<file path="config.mk">
export PLATFORM = sky130hd
export DESIGN_NAME = adc_cal_sequencer
export DESIGN_NICKNAME = d
export VERILOG_FILES = /design/src/rtl/adc_seq_pkg.sv /design/src/rtl/adc_seq_ctrl.sv /design/src/rtl/adc_seq_datapath.sv /design/src/rtl/adc_cal_sequencer.sv
export SDC_FILE = /design/constraint.sdc
export NUM_CORES = 1
export LEC_CHECK = 0
export BUFFER_PORTS_ARGS = -buffer_cell sky130_fd_sc_hd__buf_2
export CAP_MARGIN = 20
export CORE_UTILIZATION = 45
export CTS_BUF_LIST = sky130_fd_sc_hd__clkbuf_16
export DETAILED_ROUTE_END_ITERATION = 10
export PLACE_DENSITY_LB_ADDON = 0.3
export SYNTH_ARGS = -nofsm -noshare
export SYNTH_HDL_FRONTEND = slang
export SYNTH_SLANG_ARGS = --single-unit
</file>
<file path="constraint.sdc">
create_clock -name clk -period 1.9 [get_ports clk]
set_input_delay 0.38 -clock clk [delete_from_list [all_inputs] [get_ports clk]]
set_output_delay 0.38 -clock clk [all_outputs]
set_load 0.01 [all_outputs]
</file>
<file path="src/rtl/adc_seq_pkg.sv">
package adc_seq_pkg;

  typedef enum logic [1:0] {
    PH_STARTUP = 2'd0,
    PH_CALWAIT = 2'd1,
    PH_CONV    = 2'd2
  } seqPhase_t;

  // strobes from control to datapath
  typedef struct packed {
    logic countPhase;
    logic clrPhase;
    logic fireCal;
    logic fireConv;
    logic countConv;
  } seqStrobes_t;

  // flags from datapath back to control
  typedef struct packed {
    logic startDone;
    logic calDone;
    logic convZero;
  } seqStatus_t;

endpackage

</file>
<file path="src/rtl/adc_seq_ctrl.sv">
module adc_seq_ctrl
  import adc_seq_pkg::*;
(
  input  logic        clk,
  input  logic        rst,
  input  seqStatus_t  stat,
  output seqStrobes_t strb,
  output seqPhase_t   phase
);

  seqPhase_t phaseNext;

  always_comb begin
    strb      = '0;
    phaseNext = phase;
    case (phase)
      PH_STARTUP: begin
        if (stat.startDone) begin
          strb.clrPhase = 1'b1;
          phaseNext     = PH_CALWAIT;
        end else begin
          strb.countPhase = 1'b1;
        end
      end
      PH_CALWAIT: begin
        if (stat.calDone) begin
          strb.fireCal  = 1'b1;
          strb.clrPhase = 1'b1;
          phaseNext     = PH_CONV;
        end else begin
          strb.countPhase = 1'b1;
        end
      end
      PH_CONV: begin
        if (stat.convZero) strb.fireConv  = 1'b1;
        else               strb.countConv = 1'b1;
      end
      default: phaseNext = PH_STARTUP;
    endcase
  end

  always_ff @(posedge clk) begin
    if (rst) phase <= PH_STARTUP;
    else     phase <= phaseNext;
  end

  // the order only moves forward until reset
  p_conv_sticky_r9: assert property (@(posedge clk) disable iff (rst)
    (phase == PH_CONV) |=> (phase == PH_CONV));
  p_calwait_fwd_r9: assert property (@(posedge clk) disable iff (rst)
    (phase == PH_CALWAIT) |=> (phase != PH_STARTUP));

endmodule

</file>
<file path="src/rtl/adc_seq_datapath.sv">
module adc_seq_datapath
  import adc_seq_pkg::*;
#(
  parameter int STARTUP_CYCLES = 5,
  parameter int CAL_CYCLES     = 7,
  parameter int PERIOD_W       = 4,
  parameter int NUM_PAIRS      = 2
) (
  input  logic                   clk,
  input  logic                   rst,
  input  seqStrobes_t            strb,
  input  logic [NUM_PAIRS-1:0]   pairCalEn,
  input  logic [PERIOD_W-1:0]    convPeriod,
  output seqStatus_t             stat,
  output logic                   calPulse,
  output logic [NUM_PAIRS-1:0]   calPairStb,
  output logic [2*NUM_PAIRS-1:0] compChanMask,
  output logic [2*NUM_PAIRS-1:0] measChanMask,
  output logic                   convStart
);

  localparam int PH_MAX = (STARTUP_CYCLES > CAL_CYCLES) ? STARTUP_CYCLES : CAL_CYCLES;
  localparam int CNT_W  = $clog2(PH_MAX + 1);
  localparam logic [CNT_W-1:0]    CNT_ONE   = 1;
  localparam logic [CNT_W-1:0]    START_END = CNT_W'(STARTUP_CYCLES - 1);
  localparam logic [CNT_W-1:0]    CAL_END   = CNT_W'(CAL_CYCLES - 1);
  localparam logic [PERIOD_W-1:0] PER_ONE   = 1;

  logic [CNT_W-1:0]    phaseCnt;
  logic [PERIOD_W-1:0] convCnt;

  // shared interval counter for the two waits
  always_ff @(posedge clk) begin
    if (rst || strb.clrPhase) phaseCnt <= '0;
    else if (strb.countPhase) phaseCnt <= phaseCnt + CNT_ONE;
  end

  // one-shot conversion down-counter, reloaded on every pulse
  always_ff @(posedge clk) begin
    if (rst)                              convCnt <= '0;
    else if (strb.fireCal || strb.fireConv) convCnt <= convPeriod;
    else if (strb.countConv)              convCnt <= convCnt - PER_ONE;
  end

  always_comb begin
    stat.startDone = (phaseCnt == START_END);
    stat.calDone   = (phaseCnt == CAL_END);
    stat.convZero  = (convCnt == '0);
  end

  always_ff @(posedge clk) begin
    if (rst) begin
      calPulse  <= 1'b0;
      convStart <= 1'b0;
    end else begin
      calPulse  <= strb.fireCal;
      convStart <= strb.fireConv;
    end
  end

  // per pair: strobe register, even bit compensation, odd bit measured
  for (genvar p = 0; p < NUM_PAIRS; p++) begin : g_pair
    always_ff @(posedge clk) begin
      if (rst) calPairStb[p] <= 1'b0;
      else     calPairStb[p] <= strb.fireCal & pairCalEn[p];
    end
    assign compChanMask[2*p]     = calPairStb[p];
    assign compChanMask[2*p + 1] = 1'b0;
    assign measChanMask[2*p]     = 1'b0;
    assign measChanMask[2*p + 1] = calPairStb[p];
  end

  p_reset_quiet_r1: assert property (@(posedge clk)
    rst |=> (!calPulse && !convStart && calPairStb == '0));
  p_cal_single_r3: assert property (@(posedge clk) disable iff (rst)
    calPulse |=> !calPulse);
  p_conv_width_r7: assert property (@(posedge clk) disable iff (rst)
    (convStart && convCnt != '0) |=> !convStart);
  p_wait_bound_r2: assert property (@(posedge clk) disable iff (rst)
    strb.countPhase |-> (phaseCnt < CNT_W'(PH_MAX)));

endmodule

</file>
<file path="src/rtl/adc_cal_sequencer.sv">
module adc_cal_sequencer
  import adc_seq_pkg::*;
#(
  parameter int STARTUP_CYCLES = 5,
  parameter int CAL_CYCLES     = 7,
  parameter int PERIOD_W       = 4,
  parameter int NUM_PAIRS      = 2
) (
  input  logic                   clk,
  input  logic                   rst,
  input  logic [NUM_PAIRS-1:0]   pairCalEn,
  input  logic [PERIOD_W-1:0]    convPeriod,
  output logic                   calPulse,
  output logic [NUM_PAIRS-1:0]   calPairStb,
  output logic [2*NUM_PAIRS-1:0] compChanMask,
  output logic [2*NUM_PAIRS-1:0] measChanMask,
  output logic                   convStart
);

  seqStrobes_t strb;
  seqStatus_t  stat;
  seqPhase_t   phase;

  adc_seq_ctrl u_ctrl (
    .clk   (clk),
    .rst   (rst),
    .stat  (stat),
    .strb  (strb),
    .phase (phase)
  );

  adc_seq_datapath #(
    .STARTUP_CYCLES (STARTUP_CYCLES),
    .CAL_CYCLES     (CAL_CYCLES),
    .PERIOD_W       (PERIOD_W),
    .NUM_PAIRS      (NUM_PAIRS)
  ) u_dp (
    .clk          (clk),
    .rst          (rst),
    .strb         (strb),
    .pairCalEn    (pairCalEn),
    .convPeriod   (convPeriod),
    .stat         (stat),
    .calPulse     (calPulse),
    .calPairStb   (calPairStb),
    .compChanMask (compChanMask),
    .measChanMask (measChanMask),
    .convStart    (convStart)
  );

  p_conv_after_cal_r6: assert property (@(posedge clk) disable iff (rst)
    (phase != PH_CONV) |-> !convStart);
  p_no_overlap_r10: assert property (@(posedge clk) disable iff (rst)
    !(calPulse && convStart));
  p_stb_gated_r4: assert property (@(posedge clk) disable iff (rst)
    (calPairStb != '0) |-> calPulse);
  p_mask_gated_r5: assert property (@(posedge clk) disable iff (rst)
    ((compChanMask | measChanMask) != '0) |-> calPulse);

endmodule

</file>
**Word level (Yosys, flattened, before mapping)**

Index checks and enable logic that the tools add are counted.

- Input port bits: 8
- Register bits after elaboration: 13
- Output and inout bits: 12
- Logic and storage cells: 38

- Equality and inequality tests: 6
- Bitwise logic cells: 3
- Reductions and logical operators: 6
- Add/subtract/negate cells: 2
- Mux-type cells: 14

Operators with widths:

| cell | count |
|---|---|
| 2-bit two-way mux | 4 |
| 4-bit two-way mux | 2 |
| 3-bit == test, second input constant | 2 |
| 1-bit two-way mux | 6 |
| 2-bit one-hot mux with 3 select lines | 1 |
| 4-bit logical NOT | 1 |
| 2-bit inequality test, second input constant | 2 |
| 2-bit one-hot mux with 2 select lines | 1 |
| 4-bit by 1-bit subtractor with 4-bit output, second input constant | 1 |
| 3-bit by 1-bit adder with 3-bit output, second input constant | 1 |
| 3-bit AND reduction | 1 |
| 1-bit AND | 2 |
| 2-bit by 1-bit == test with 1-bit output, second input constant | 1 |
| 2-bit == test, second input constant | 1 |
| 2-bit logical NOT | 1 |
| 1-bit logical OR | 2 |
| 2-bit nonzero test | 1 |
| 1-bit NOT | 1 |

**Longest topological paths before layout**

- Depth in word-level cells: 5
- Gate-level depth with buffers: 5
- Mapped depth without buffers: 5

**Modules after synthesis**

From an unflattened synthesis, not the netlist that was laid out.

- Cells, all modules: 74
- Area total of the unflattened synthesis: 685.7 um2

Modules (own cells, without submodules):

| module | seq. area each (um2) | times used | area each (um2) | cells each |
|---|---|---|---|---|
| adc_seq_datapath | 220.2 | 1 | 561.8 | 59 |
| adc_seq_ctrl | 40.0 | 1 | 123.9 | 15 |

**Least setup slack after synthesis**

Ideal clock, no wire load.

- Path kind: register to register
- Start point: reg u_dp.convCnt[0]
- End point: reg u_dp.convCnt[0]
- Library setup time: 0.135 ns
- Stages on the path, launching flop included: 6
- Slack: 0.490 ns
- Buffers on the path: 0
- Arrival time: 1.275 ns
- Data required time: 1.765 ns
- Path through: dfxtp_1 > inv_1 > ha_1 > or3b_2 > o211ai_1 > a41oi_1

- Cells in the longest elaborated chain, start to end: 5

RTL lines:

| element | line | RTL |
|---|---|---|
| from (decl) | adc_seq_datapath.sv:30 | `logic [PERIOD_W-1:0] convCnt;` |
| from (signal assigned) | adc_seq_datapath.sv:41 | `else if (strb.fireCal \|\| strb.fireConv) convCnt <= convPeriod;` |
| from (signal assigned) | adc_seq_datapath.sv:42 | `else if (strb.countConv) convCnt <= convCnt - PER_ONE;` |
| parallel branches: the longest is 5 deep, another holds 4-bit by 1-bit subtractor with 4-bit output | - |  |

Parallel ways; which one is timed is not known. The select of a mux whose other input is x is not followed.
A chain may end at the register's enable or synchronous reset.

**Worst setup path after layout**

Same ends and word-level chain as after synthesis.

==> results.sh <==
export IMPL_dieArea_um2=1860
export IMPL_synth_seq_cells=13
export IMPL_crit_start="u_dp.convCnt[0]$_SDFFE_PP0P_"
export IMPL_firstDrtPassIters=4
export IMPL_peakVddDrop_mv=0.680
export IMPL_drv_slew=0
export IMPL_cts_made_buffers=3
export IMPL_yosysWarnings=0
export IMPL_antenna_found_initial=0
export IMPL_worstHoldPathCells=2
export IMPL_met3_wirelength_um=47
export IMPL_leakagePower_nw=0.366
export IMPL_ys_flop_type="dfxtp_1"
export IMPL_start_util_pct=49.3
export IMPL_final_setup_tns_ps=0
export IMPL_core_um2=1540
export IMPL_path_class="reg -> reg"
export IMPL_netlist_area_um2=759
export IMPL_cp_start_kind="flip-flop"
export IMPL_nNetsFinal=109
export IMPL_drc=0
export IMPL_fillers=156
export IMPL_fin_crit_ps=1530
export IMPL_finalClockSkew_ps=2.64
export IMPL_antenna_left=0
export IMPL_synth_edff_count=0
export IMPL_cts_max_level=1
export IMPL_synth_cell_type_count=32
export IMPL_grt_pass1_wl_um=2290
export IMPL_r2r_start="u_dp.convCnt[0]$_SDFFE_PP0P_"
export IMPL_drive_gt1_share_pct=25.0
export IMPL_cp_end_kind="flip-flop"
export IMPL_die_height_um=43.1
export IMPL_ctsResizeCount=0
export IMPL_finalSetupViolations=0
export IMPL_numClockSinks=13
export IMPL_reg2reg_slack_ps=370
export IMPL_synth_seq_area_share_pct=34.3
export IMPL_yosysTopAreaCell="dfxtp_1"
export IMPL_multi_input_area_um2=392
export IMPL_cts_hold_buf=0
export IMPL_min_from="pairCalEn[0]"
export IMPL_area_growth_pct=12.2
export IMPL_vias=598
export IMPL_grt_max_degree=16
export IMPL_drt_wl_total_um=1390
export IMPL_route_met2_wl_um=687
export IMPL_ctsLongestPathBuffers=2
export IMPL_crit_required_ps=2020
export IMPL_finalCritPeriodShare_pct=80.4
export IMPL_fmax_ghz=0.655
export IMPL_synth_top_area_share_pct=34.3
export IMPL_power_uw=737
export IMPL_powerDensity_nw_per_um2=865
export IMPL_finalHoldViolations=0
export IMPL_die_w_um=43.1
export IMPL_cts_tree="yes"
export IMPL_seq_area_um2=260
export IMPL_hpwl_um=1020
export IMPL_numPortBuffers=15
export IMPL_grt_setup_unrepaired="no"
export IMPL_gr_total_overflow=0
export IMPL_vias_per_cell=5.34
export IMPL_r2r_cells=5
export IMPL_status="completed"
export IMPL_cap_violations=0
export IMPL_hold_class="in -> reg"
export IMPL_grt_usage_pct=17.4
export IMPL_first_global_vias=555
export IMPL_first_iter_violations=10
export IMPL_post_cts_setup_buffers=0
export IMPL_async_flop_share_pct=0
export IMPL_whs_endpoint="u_dp.calPairStb[0]$_SDFF_PP0_"
export IMPL_reg2reg_to="u_dp.convCnt[0]$_SDFFE_PP0P_"
export IMPL_root_buffer="clkbuf_16"
export IMPL_pin_count=20
export IMPL_num_rows=14
export IMPL_cp_max_fo=4
export IMPL_top_layer="met4"
export IMPL_wire_per_inst_um=12.4
export IMPL_place_gp_congestion=0.802
export IMPL_arrival_ps=1640
export IMPL_met1_length_um=585
export IMPL_clock_latency_ps=240
export IMPL_syn_inst=85
export IMPL_diodes=0
export IMPL_synthTopCellsByArea="dfxtp_1, buf_4, ha_1"
export IMPL_postSynthAreaPerCell_um2=8.94
export IMPL_clkTransAtPathRegs_ps=50
-- stage by stage --
step | hold WS, ps | std cells | util (%) | cell area, um2 | setup WS, ps
detailed placement | 492 | 108 | 50.2 | 773 | 400
CTS | 334 | 112 | 55.3 | 852 | 384
floorplan | 463 | 88 | - | 771 | 490
global route | 336 | 112 | 55.3 | 852 | 255
global placement | 491 | 108 | 50.2 | 773 | 430
finish | 338 | 112 | 55.3 | 852 | 373
-- synth_stat cells, drive strengths merged (3+ instances only) --
cell / count
o21ai: 4
buf: 10
nand2: 4
inv: 7
nor3b: 3
ha: 4
nor2: 4
and2: 3
dfxtp: 13
a21oi: 7
-- worst max-delay path by stage --
stage | to | slack (ps) | cells past startpoint
after floorplan | u_dp.convCnt[0]$_SDFFE_PP0P_ | 490 | 5
after global placement | u_dp.convCnt[0]$_SDFFE_PP0P_ | 430 | 5
after detailed placement | u_dp.convCnt[2]$_SDFFE_PP0P_ | 400 | 5
after CTS | u_dp.convCnt[2]$_SDFFE_PP0P_ | 380 | 5
after global routing | u_dp.convCnt[0]$_SDFFE_PP0P_ | 250 | 5
final | u_dp.convCnt[0]$_SDFFE_PP0P_ | 370 | 5
-- layout by cell type (no fill, tap or decap), types with 3 or more instances in the layout --
cell | Yosys | routed
nor2_1 | 4 | 4
inv_1 | 7 | 8
nand2_1 | 4 | 4
ha_1 | 4 | 4
clkbuf_16 | 0 | 3
o21ai_0 | 4 | 4
nor3b_1 | 3 | 3
buf_2 | 0 | 15
conb_1 | 1 | 4
dfxtp_1 | 13 | 13
a21oi_1 | 7 | 7
-- power breakdown --
| group | switching [mW] | leakage (nW) | internal, mW |
|---|---|---|---|
| Clock | 0.119 | 0.0423 | 0.278 |
| Combinational | 0.0280 | 0.219 | 0.0223 |
| Sequential | 0.00915 | 0.105 | 0.281 |
| Total | 0.156 | 0.366 | 0.581 |
-- layout make-up --
cell class / count / area share [%]
clock inverter: 1 / 0.441
tap: 16 / 2.35
clock buffer: 3 / 8.81
multi-input combinational: 57 / 46.0
sequential: 13 / 30.5
inverter: 7 / 3.08
timing repair buffer: 15 / 8.81
-- layer usage --
| metal | track usage, % | vias to the layer above |
|---|---|---|
| li1 | - | 308 |
| met1 | 18.2 | 272 |
| met2 | 26.3 | 11 |
| met3 | 6.38 | 7 |
| met4 | 16.4 | 0 |
| met5 | 0 | - |
-- sequential cells by signal (all words and copies together) (netlist names) --
name and flops:
u_dp.convCnt 4, u_dp.phaseCnt 3, u_ctrl.phase 2, u_dp.calPairStb 2, u_dp.calPulse 1, u_dp.convStart 1
-- cell families after synthesis --
logic type / count (synthesis) / share of synthesized area, %
AOI/OAI and AO/OA: 18 / 16.1
adders and majority gates: 4 / 6.59
buffers and inverters: 18 / 15.7
DFF: 13 / 34.3
muxes: 1 / 1.32
other: 1 / 0.494
and+or+nand+nor: 30 / 25.5
-- critical path, cell delays in order (launching register included) --
cell,delay (ps)
dfxtp_1,330
inv_1,90
ha_1,180
or3b_2,510
o211ai_1,180
a41oi_1,110
Power figures use the tool's default switching activity.
